==> config.mk <==
export PLATFORM = sky130hd
export DESIGN_NAME = spi_fifo_pair
export DESIGN_NICKNAME = d
export VERILOG_FILES = /design/src/rtl/spi_fifo_pkg.sv /design/src/rtl/spi_fifo_flush_ctrl.sv /design/src/rtl/spi_word_fifo.sv /design/src/rtl/spi_fifo_pair.sv
export SDC_FILE = /design/constraint.sdc
export NUM_CORES = 1
export LEC_CHECK = 0
export ABC_CLOCK_PERIOD_IN_PS = 7850
export BUFFER_PORTS_ARGS = -buffer_cell sky130_fd_sc_hd__buf_2
export CAP_MARGIN = 15
export CORE_UTILIZATION = 54
export CTS_CLUSTER_DIAMETER = 40
export CTS_CLUSTER_SIZE = 8
export DETAILED_ROUTE_END_ITERATION = 16
export PLACE_DENSITY = 0.74
export REMOVE_ABC_BUFFERS = 1
export SYNTH_ARGS = -nofsm -noshare
export SYNTH_HDL_FRONTEND = slang
export SYNTH_SLANG_ARGS = --single-unit
==> constraint.sdc <==
create_clock -name clk -period 7.85 [get_ports clk]
set_clock_uncertainty 0.2 [all_clocks]
set_input_delay 0.785 -clock clk [delete_from_list [all_inputs] [get_ports clk]]
set_output_delay 0.785 -clock clk [all_outputs]
set_load 0.02 [all_outputs]
==> src/rtl/spi_fifo_pkg.sv <==
// Shared sizes and the per-queue status bundle for the dual word FIFO.
// Assumes: queue depth fits in a 4-bit occupancy count at the defaults.
package spi_fifo_pkg;
    localparam int WORD_W     = 32;
    localparam int FIFO_DEPTH = 8;
    localparam int LEVEL_W    = 3;

    typedef struct packed {
        logic full;
        logic empty;
        logic ready;
        logic ovf;
        logic udf;
    } fifo_status_t;
endpackage

==> src/rtl/spi_fifo_flush_ctrl.sv <==
// Flush and soft-reset sequencing for both queues.
// Does: turns a one-cycle flush request into a status bit that stays up for one
// cycle and produces the queue clear strobe.
// Assumes: flush_req and soft_rst are synchronous to clk.
module spi_fifo_flush_ctrl (
    input  logic clk,
    input  logic rst_n,
    input  logic soft_rst,
    input  logic flush_req,
    output logic flush_busy,
    output logic fifo_clr
);
    // Flush status bit: latched from the request, dropped after one cycle.
    always_ff @(posedge clk) begin
        if (!rst_n || soft_rst) flush_busy <= 1'b0;
        else                    flush_busy <= flush_req;
    end

    // Queue clear: active for soft reset or for the cycle the flush is pending.
    always_comb fifo_clr = soft_rst | flush_busy;

    a_r8_flush_self_clears: assert property (@(posedge clk) disable iff (!rst_n)
        flush_busy && !flush_req |=> !flush_busy);
    a_r9_srst_drops_flush: assert property (@(posedge clk) disable iff (!rst_n)
        soft_rst |=> !flush_busy);
endmodule

==> src/rtl/spi_word_fifo.sv <==
// Single show-ahead word queue with occupancy count, level-based ready flag and
// sticky error flags.
// Does: holds up to DEPTH words. A push when full and a pop when empty are dropped
// and recorded. A pop when empty reads 0.
// Assumes: clr is synchronous and overrides any push or pop in the same cycle.
module spi_word_fifo #(
    parameter int WIDTH          = spi_fifo_pkg::WORD_W,
    parameter int DEPTH          = spi_fifo_pkg::FIFO_DEPTH,
    parameter int LVL_W          = spi_fifo_pkg::LEVEL_W,
    parameter bit READY_ON_SPACE = 1'b0
) (
    input  logic                      clk,
    input  logic                      rst_n,
    input  logic                      clr,
    input  logic                      push,
    input  logic [WIDTH-1:0]          wdata,
    input  logic                      pop,
    output logic [WIDTH-1:0]          rdata,
    input  logic [LVL_W-1:0]          level,
    output spi_fifo_pkg::fifo_status_t status
);
    localparam int PTR_W = (DEPTH > 1) ? $clog2(DEPTH) : 1;
    localparam int CNT_W = $clog2(DEPTH + 1);
    localparam logic [PTR_W-1:0] LAST_IDX = PTR_W'(DEPTH - 1);
    localparam logic [CNT_W-1:0] FULL_CNT = CNT_W'(DEPTH);

    logic [WIDTH-1:0] mem [DEPTH];
    logic [PTR_W-1:0] wr_ptr, rd_ptr;
    logic [CNT_W-1:0] count;
    logic             is_full, is_empty, push_ok, pop_ok, ovf_q, udf_q, ready_w;

    // Occupancy decode and acceptance of this cycle's requests.
    always_comb begin
        is_full  = (count == FULL_CNT);
        is_empty = (count == '0);
        push_ok  = push && !is_full && !clr;
        pop_ok   = pop && !is_empty && !clr;
    end

    // Storage write for accepted pushes.
    always_ff @(posedge clk) begin
        if (push_ok) mem[wr_ptr] <= wdata;
    end

    // Pointer and occupancy update, wrapping at the last entry.
    always_ff @(posedge clk) begin
        if (!rst_n || clr) begin
            wr_ptr <= '0;
            rd_ptr <= '0;
            count  <= '0;
        end else begin
            if (push_ok) wr_ptr <= (wr_ptr == LAST_IDX) ? '0 : wr_ptr + 1'b1;
            if (pop_ok)  rd_ptr <= (rd_ptr == LAST_IDX) ? '0 : rd_ptr + 1'b1;
            case ({push_ok, pop_ok})
                2'b10:   count <= count + 1'b1;
                2'b01:   count <= count - 1'b1;
                default: count <= count;
            endcase
        end
    end

    // Sticky error flags, cleared only by reset, flush or soft reset.
    always_ff @(posedge clk) begin
        if (!rst_n || clr) begin
            ovf_q <= 1'b0;
            udf_q <= 1'b0;
        end else begin
            if (push && is_full)  ovf_q <= 1'b1;
            if (pop && is_empty)  udf_q <= 1'b1;
        end
    end

    // Ready flag variant: free space for a transmit queue, occupancy for receive.
    generate
        if (READY_ON_SPACE) begin : g_space_ready
            always_comb ready_w = (32'(DEPTH) - 32'(count)) > 32'(level);
        end else begin : g_fill_ready
            always_comb ready_w = 32'(count) > 32'(level);
        end
    endgenerate

    // Head word and status outputs.
    always_comb begin
        rdata         = is_empty ? '0 : mem[rd_ptr];
        status.full   = is_full;
        status.empty  = is_empty;
        status.ready  = ready_w;
        status.ovf    = ovf_q;
        status.udf    = udf_q;
    end

    a_r3_count_in_range: assert property (@(posedge clk) disable iff (!rst_n)
        count <= FULL_CNT);
    a_r4_push_full_sets_ovf: assert property (@(posedge clk) disable iff (!rst_n)
        push && status.full && !clr |=> status.ovf);
    a_r4_push_full_keeps_full: assert property (@(posedge clk) disable iff (!rst_n)
        push && !pop && status.full && !clr |=> status.full);
    a_r5_pop_empty_sets_udf: assert property (@(posedge clk) disable iff (!rst_n)
        pop && status.empty && !clr |=> status.udf);
    a_r5_empty_reads_zero: assert property (@(posedge clk) disable iff (!rst_n)
        status.empty |-> rdata == '0);
    a_r8_clear_empties: assert property (@(posedge clk) disable iff (!rst_n)
        clr |=> status.empty && !status.ovf && !status.udf);
endmodule

==> src/rtl/spi_fifo_pair.sv <==
// Transmit/receive word queue pair between a host port and a serial shifter.
// Does: the host fills the transmit queue and the shifter drains it; the shifter
// fills the receive queue and the host drains it. Flush and soft reset empty both.
// Assumes: all inputs are synchronous to clk; rst_n is a synchronous active-low reset.
module spi_fifo_pair #(
    parameter int WIDTH = spi_fifo_pkg::WORD_W,
    parameter int DEPTH = spi_fifo_pkg::FIFO_DEPTH,
    parameter int LVL_W = spi_fifo_pkg::LEVEL_W
) (
    input  logic             clk,
    input  logic             rst_n,
    input  logic             soft_rst,
    input  logic             flush_req,
    output logic             flush_busy,
    input  logic [LVL_W-1:0] wr_level,
    input  logic [LVL_W-1:0] rd_level,
    input  logic             host_wpush,
    input  logic [WIDTH-1:0] host_wdata,
    input  logic             shf_rpop,
    output logic [WIDTH-1:0] shf_rdata,
    input  logic             shf_wpush,
    input  logic [WIDTH-1:0] shf_wdata,
    input  logic             host_rpop,
    output logic [WIDTH-1:0] host_rdata,
    output logic             wf_full,
    output logic             wf_empty,
    output logic             wf_ready,
    output logic             wf_ovf,
    output logic             wf_udf,
    output logic             rf_full,
    output logic             rf_empty,
    output logic             rf_ready,
    output logic             rf_ovf,
    output logic             rf_udf
);
    spi_fifo_pkg::fifo_status_t tx_st, rx_st;
    logic fifo_clr;

    spi_fifo_flush_ctrl u_flush (
        .clk        (clk),
        .rst_n      (rst_n),
        .soft_rst   (soft_rst),
        .flush_req  (flush_req),
        .flush_busy (flush_busy),
        .fifo_clr   (fifo_clr)
    );

    spi_word_fifo #(.WIDTH(WIDTH), .DEPTH(DEPTH), .LVL_W(LVL_W), .READY_ON_SPACE(1'b1)) u_tx (
        .clk (clk), .rst_n (rst_n), .clr (fifo_clr),
        .push (host_wpush), .wdata (host_wdata),
        .pop (shf_rpop), .rdata (shf_rdata),
        .level (wr_level), .status (tx_st)
    );

    spi_word_fifo #(.WIDTH(WIDTH), .DEPTH(DEPTH), .LVL_W(LVL_W), .READY_ON_SPACE(1'b0)) u_rx (
        .clk (clk), .rst_n (rst_n), .clr (fifo_clr),
        .push (shf_wpush), .wdata (shf_wdata),
        .pop (host_rpop), .rdata (host_rdata),
        .level (rd_level), .status (rx_st)
    );

    // Flatten both status bundles onto the port list.
    always_comb begin
        {wf_full, wf_empty, wf_ready, wf_ovf, wf_udf} = tx_st;
        {rf_full, rf_empty, rf_ready, rf_ovf, rf_udf} = rx_st;
    end

    a_r8_flush_empties_both: assert property (@(posedge clk) disable iff (!rst_n)
        flush_busy |=> wf_empty && rf_empty && !wf_ovf && !rf_ovf && !wf_udf && !rf_udf);
    a_r9_srst_empties_both: assert property (@(posedge clk) disable iff (!rst_n)
        soft_rst |=> wf_empty && rf_empty && !flush_busy);
    a_r3_full_empty_exclusive: assert property (@(posedge clk) disable iff (!rst_n)
        !(wf_full && wf_empty) && !(rf_full && rf_empty));
endmodule

==> impl_metrics.ini, run 1 <==
[status]
outcome = finished, final reports clean

[drt]
residual_drc = 0
drt_iter0_markers = 577
detail_route.vias_per_cell = 5.81
routed-via-count = 10400
drt-pass1-iter-count = 5
wl_per_cell_um = 23.3
totalWireLength_mm = 41.5
detail-route-antenna-nets = 0

[timing]
fmax_mhz = 245
hold_viol_final = 0
timing.final.crit_share = 0.520
max_slew.worst_pin.slew_ns = 1.06
slew_violations = 0
maxSlewHeadroom = 0.293
finalSetupTns_ns = 0
fin_crit_ns = 4.09
unrepaired_setup_endpoints_after_global_routing = false
setup_viol = 0
fin_worst_hold_slack_ns = 0.185

[power_and_ir_drop]
cellPowerDensity_mw_per_mm2 = 264
ir_worst_vdd_v = 0.000216
static_leakage_uw = 0.00824

[synthesis]
post_synth_num_cell_types = 44
ys_dominant_reg_cell = edfxtp_1
postSynthCellCount = 1017
proportion_of_netlist_area_held_by_the_largest_area_contributor = 0.728
synth_area_per_cell_um2 = 20.8
ys.warnings.count = 0
yosys_register_bits = 543
yosys.area.top_type = edfxtp_1
number_of_synthesized_flops_with_an_enable_pin = 512
synth_async_sr_flop_share = 0
post_synth_instance_area_mm2 = 0.0211
yosysSeqAreaShare = 0.757
synth_top_cells_by_area = edfxtp_1 73%, mux4_2 14%, mux2i_1 3.2%

[clocking]
holdBufCountCts = 0
cts_tree = yes
post_cts.resized_instances = 0
clkTransAtPathRegs_ns = 0.05
h-tree-depth = 3
clock_sink_count = 543
clk_latency_ns = 0.58
clk_root_buffer_cell = clkbuf_16
cts_setup_buffers = 0
clockBufferDepth = 3
cts-buffers-inserted = 82

[placement]
placed_cells = 1661
buffer_ports.inserted = 152
dp.final_hpwl_mm = 21.5
gp_congestion = 0.738

[die]
fp.coreArea_mm2 = 0.0386
top_level_ports = 153
placementRows = 72
die_w_um = 200
area_enclosed_by_the_die_boundary_mm2 = 0.0399
die_h_um = 200
start_util = 0.547

[worst_hold_path]
holdCritStartpoint = soft_rst
worst_hold_path_type = in -> reg
hold-path-cell-count = 2
min_delay_worst_endpoint = u_flush.flush_busy

[critical_path]
endpoint_kind = output pin
start_kind = flop
critPathRequiredTime_ns = 6.86
worstRegToRegCells = 13
critical_path_arrival_ns = 3.10
regToRegEndpoint = u_tx.count[2]
regToRegStartpoint = u_tx.count[1]
worst-setup-path-type = reg -> out
regToRegSetupSlack_ns = 3.99
path_max_fanout = 52

[global_routing]
grt_total_ovfl = 0
grt_first_pass_wirelength_mm = 62.5
grt_pass1_vias = 10800
grt_usage = 0.215
antenna_found_initial = 7
grt_start_max_net_pins = 65

[final_layout]
fillCellCount = 2496
share_of_layout_cells_above_drive_strength_1 = 0.340
finish.utilization = 0.647
antenna-diode-count = 0
layout-area-overhead-vs-synth_pct = 18.4
layout.nets = 1327
post_layout_nonfiller_instances = 1784

[job]
max_cap_viol_count = 0
[cells in the mapped netlist (all sizes together), types with 2 or more instances]
cell,instances
nand2,20
nor2b,3
nor2,87
o21a,2
nand3b,4
nor4,2
ha,21
clkbuf,14
a21oi,19
a211o,2
o21ai,7
xor2,6
edfxtp,512
nand3,8
nor3,10
mux2i,68
dfxtp,31
buf,35
or3b,3
inv,8
nand2b,5
mux4,128
nand4,2
and2,2
a21o,2
or3,7
[worst max path at each step]
stage | cells past startpoint | slack (ns) | from | end
after detailed placement | 13 | 3.97 | u_tx.count[0] | u_tx.count[2]
after floorplan | 3 | 2.76 | soft_rst | u_tx.mem[0][0]
after global routing | 5 | 3.49 | flop | host_rdata[4]
after global placement | 13 | 4.07 | u_tx.count[0] | u_tx.count[2]
after CTS | 5 | 3.66 | flop | shf_rdata[28]
final | 5 | 3.76 | flop | shf_rdata[28]
[placed cells by master, fill, tap and decap left out, types with 3 or more instances in the layout]
cell,instances
dfxtp_1,25
nor2_1,80
edfxtp_1,512
mux4_2,128
nor3_2,8
nand3b_1,4
o21ai_0,7
buf_4,23
a21oi_1,18
inv_1,8
nand2_1,20
buf_2,152
nand2b_1,4
clkbuf_1,25
clkbuf_16,88
mux2i_1,68
ha_1,21
xor2_1,6
or3_1,7
dfxtp_2,4
clkbuf_8,3
nand3_1,7
nor2b_1,3
nor2_4,7
[area by class of cell]
class                   count  area, um2  area share
clock inverters             6       90.1     0.00360
clock buffers             116       2340      0.0934
flip-flops and latches    543      16000       0.640
well taps                 518        648      0.0259
inverters                   8       30.0     0.00120
repair buffers            176        953      0.0381
multi-input cells         417       4950       0.198
[flip-flops by register name (all words and copies together), names as in the netlist, named ones only]
name / flops
u_rx.count: 4
u_tx.ovf_q: 1
u_tx.count: 4
u_rx.udf_q: 1
u_rx.rd_ptr: 3
u_tx.mem: 256
u_rx.mem: 256
u_tx.wr_ptr: 3
u_rx.ovf_q: 1
u_tx.rd_ptr: 3
u_rx.wr_ptr: 3
u_flush.flush_busy: 1
u_tx.udf_q: 1
[layer usage]
layer / part of all wire / track usage / wire length (um) / vias to the layer above
li1: - / - / - / 4559
met1: 0.41 / 0.277 / 17200 / 5376
met2: 0.50 / 0.357 / 20800 / 325
met3: 0.060 / 0.0543 / 2500 / 93
met4: 0.023 / 0.0755 / 956 / 14
met5: 0.0021 / 0 / 88 / -
[metrics by stage]
step / power [uW] / setup WS (ns) / cell area (um2)
floorplan: 3340 / 2.76 / 20900
global placement: 3410 / 4.07 / 22600
detailed placement: 3420 / 3.97 / 22600
CTS: 6660 / 3.66 / 25000
global route: 6790 / 3.49 / 25000
finish: 6600 / 3.76 / 25000
[cells by family (layout without fill, tap and decap cells)]
group / count (synthesis) / after routing / share of synthesized area
compound gates: 35 / 35 / 0.00983
flops: 543 / 543 / 0.757
mux: 196 / 196 / 0.169
xor+xnor: 7 / 7 / 0.00290
simple gates: 158 / 158 / 0.0357
buf+inv: 57 / 306 / 0.0136
fa+ha+maj: 21 / 21 / 0.0124
[where the power goes]
part / internal [uW] / switching (uW)
Clock: 2090 / 1140
Combinational: 58.6 / 103
Sequential: 3200 / 8.41
Total: 5350 / 1250
[worst max-delay path, cell delays in order, from the launching register on]
cell and delay [ns]:
dfxtp_4 0.51, buf_4 0.85, mux4_2 0.65, mux2i_1 0.16
nor2_1 0.07, buf_2 0.21
No activity file was read; power rests on OpenSTA's default activity.
==> run 2, diff against run 1 <==
Settings changed: ABC_CLOCK_PERIOD_IN_PS 7850 to 4300.
Clock period 7.85 ns to 4.3 ns, I/O delays scaled along.
==> run 2 against run 1 <==
Compared with the run above:
- combinational power up 120%
- non-clock buffer count up 73
- utilization up 2.0 points
- worst hold slack better by 0.075 ns
- via count up 3.2%
- worst setup slack worse by 2.9 ns
- cell count up 4.4%
- design area up 3.0%
- flip-flop and latch count unchanged
- sequential power up 83%
- register-to-register slack worse by 2.7 ns
- highest routed layer is now met4
==> impl_metrics.ini, run 2 (synthesis gave the netlist of run 1 again) <==
[placement]
placed_cells = 1664
dp.final_hpwl_mm = 22.4
gp_congestion = 0.732
buffer_ports.inserted = 152
place_worst_setup_slack_ns = 1.27
dpl-instance-area_mm2 = 0.0226

[final_layout]
top_regs = u_rx.mem (256), u_tx.mem (256)
post_layout_nonfiller_instances = 1862
finish.utilization = 0.667
layout.nets = 1401
layout-area-overhead-vs-synth_pct = 22.0
share_of_layout_cells_above_drive_strength_1 = 0.323
mostFrequentLayoutCell = edfxtp_1
most-common-layout-cells = 512 x edfxtp_1, 152 x buf_2, 128 x mux4_2
layout.cell_area.non_filler_mm2 = 0.0258

[global_routing]
grt_usage = 0.225
antenna_found_initial = 4
grt_pass1_vias = 11300
grt_first_pass_wirelength_mm = 65.1
grt_total_ovfl = 0
grt_start_max_net_pins = 41

[clocking]
cts-buffers-inserted = 83
clockBufferDepth = 3
cts_setup_buffers = 0
clk_latency_ns = 0.59
cts_tree = yes
h-tree-depth = 3
clkTransAtPathRegs_ns = 0.05
post_cts.resized_instances = 0
clk_root_buffer_cell = clkbuf_16
clock_sink_count = 543

[die]
placementRows = 72
top_level_ports = 153
area_enclosed_by_the_die_boundary_mm2 = 0.0399
die_w_um = 200
start_util = 0.547
die_h_um = 200
fp.coreArea_mm2 = 0.0386

[drt]
totalWireLength_mm = 43.5
drt-pass1-iter-count = 5
wl_per_cell_um = 23.4
drt_iter0_markers = 587
residual_drc = 0
detail_route.vias_per_cell = 5.75
detail-route-antenna-nets = 0
routed-via-count = 10700

[power_and_ir_drop]
power.share.switching = 0.194
cellPowerDensity_mw_per_mm2 = 469
p_int_uw = 9740
pwr-share-comb = 0.029
switching_power_uw = 2350
clk_network_pwr_share = 0.487
static_leakage_uw = 0.00856
ir_worst_vdd_v = 0.000510
seqPwrFrac = 0.484

[critical_path]
critPathRequiredTime_ns = 3.67
worstPathBufferInverterCount = 2
start_kind = flop
timing.critical_path.cells = buf_12, mux4_2, mux2i_1, nor2_1, buf_2
critical_path_arrival_ns = 2.77
slowest_delay_ns = 0.72
endpoint_kind = output pin
worst-setup-path-type = reg -> out
path_max_fanout = 37
path_delay_family = multiplexers
critical_path.slowest_cell = dfxtp_4

[timing]
timing.final.ws_setup_ns = 0.904
maxSlewHeadroom = 0.339
fin_crit_ns = 3.40
fmax_mhz = 294
fin_worst_hold_slack_ns = 0.260
max_slew.worst_pin.slew_ns = 0.991
timing.final.crit_share = 0.790
slew_violations = 0
hold_viol_final = 0
setup_viol = 0
unrepaired_setup_endpoints_after_global_routing = false

[job]
max_cap_viol_count = 0

[worst_hold_path]
worst_hold_path_type = reg -> reg

[status]
outcome = finished, final reports clean
## run 2: cell count changes in the layout (fill, tap and decap cells not counted)
cell           change
clkbuf_1           -6
bufinv_16          +1
diode_2            +4
dlygate4sd3_1     +71
clkinvlp_4         -1
clkbuf_16          -2
buf_12             +2
clkinv_1           +6
clkinv_8           +3
clkbuf_8           -3
clkinv_2           +3
## run 2: cell type report
| type | count | area [um2] |
|---|---|---|
| Clock buffer | 105 | 2220 |
| Timing Repair Buffer | 249 | 1700 |
| Sequential cell | 543 | 16000 |
| Antenna cell | 4 | 10.0 |
| Inverter | 8 | 30.0 |
| Multi-Input combinational cell | 417 | 4950 |
| Fill cell | 2384 | 12900 |
| Clock inverter | 18 | 199 |
| Tap cell | 518 | 648 |
## run 2: worst paths after layout
check / start / endpoint / slack [ns] / depth (start not counted)
max: flop / shf_rdata[9] / 0.90 / 5
min reg2reg: u_rx.ovf_q / u_rx.ovf_q / 0.26 / 2
max reg2reg: u_tx.count[0] / u_tx.count[2] / 1.33 / 12
min: u_rx.ovf_q / u_rx.ovf_q / 0.26 / 2
## run 2: tightest hold or removal path: cells and delay by family, from the launching register on
kind / cells / cell delay, ns
and+or+nand+nor: 1 / 0.07
DFF: 1 / 0.32
AOI/OAI and AO/OA: 1 / 0.04
## run 2: layer usage
metal  track usage  part of all wire  wire (um)
met3        0.0561             0.067       2920
met1         0.271              0.39      16900
met2         0.396              0.52      22800
met5             0                 0          0
met4        0.0794             0.022        940
## run 2: timing repair
action,4_1_cts,5_1_grt
hold endpoints to repair,519,0
hold buffers,71,0
setup endpoints to repair,0,0
## run 2: per-stage QoR
| step | power, uW | TNS [ns] |
|---|---|---|
| 2_1_floorplan | 6090 | -18.45 |
| 6_report | 12100 | 0 |
| 3_5_place_dp | 6240 | 0 |
| 3_3_place_gp | 6230 | 0 |
| 5_1_grt | 12400 | 0 |
| 4_1_cts | 12200 | 0 |
## run 2: power by group through the flow
stage | Combinational (uW) | Sequential (uW) | Clock [uW]
floorplan | 138 | 5950 | 0
global placement | 284 | 5940 | 0
detailed placement | 295 | 5950 | 0
CTS | 353 | 5850 | 5990
global route | 382 | 5850 | 6200
finish | 352 | 5850 | 5890
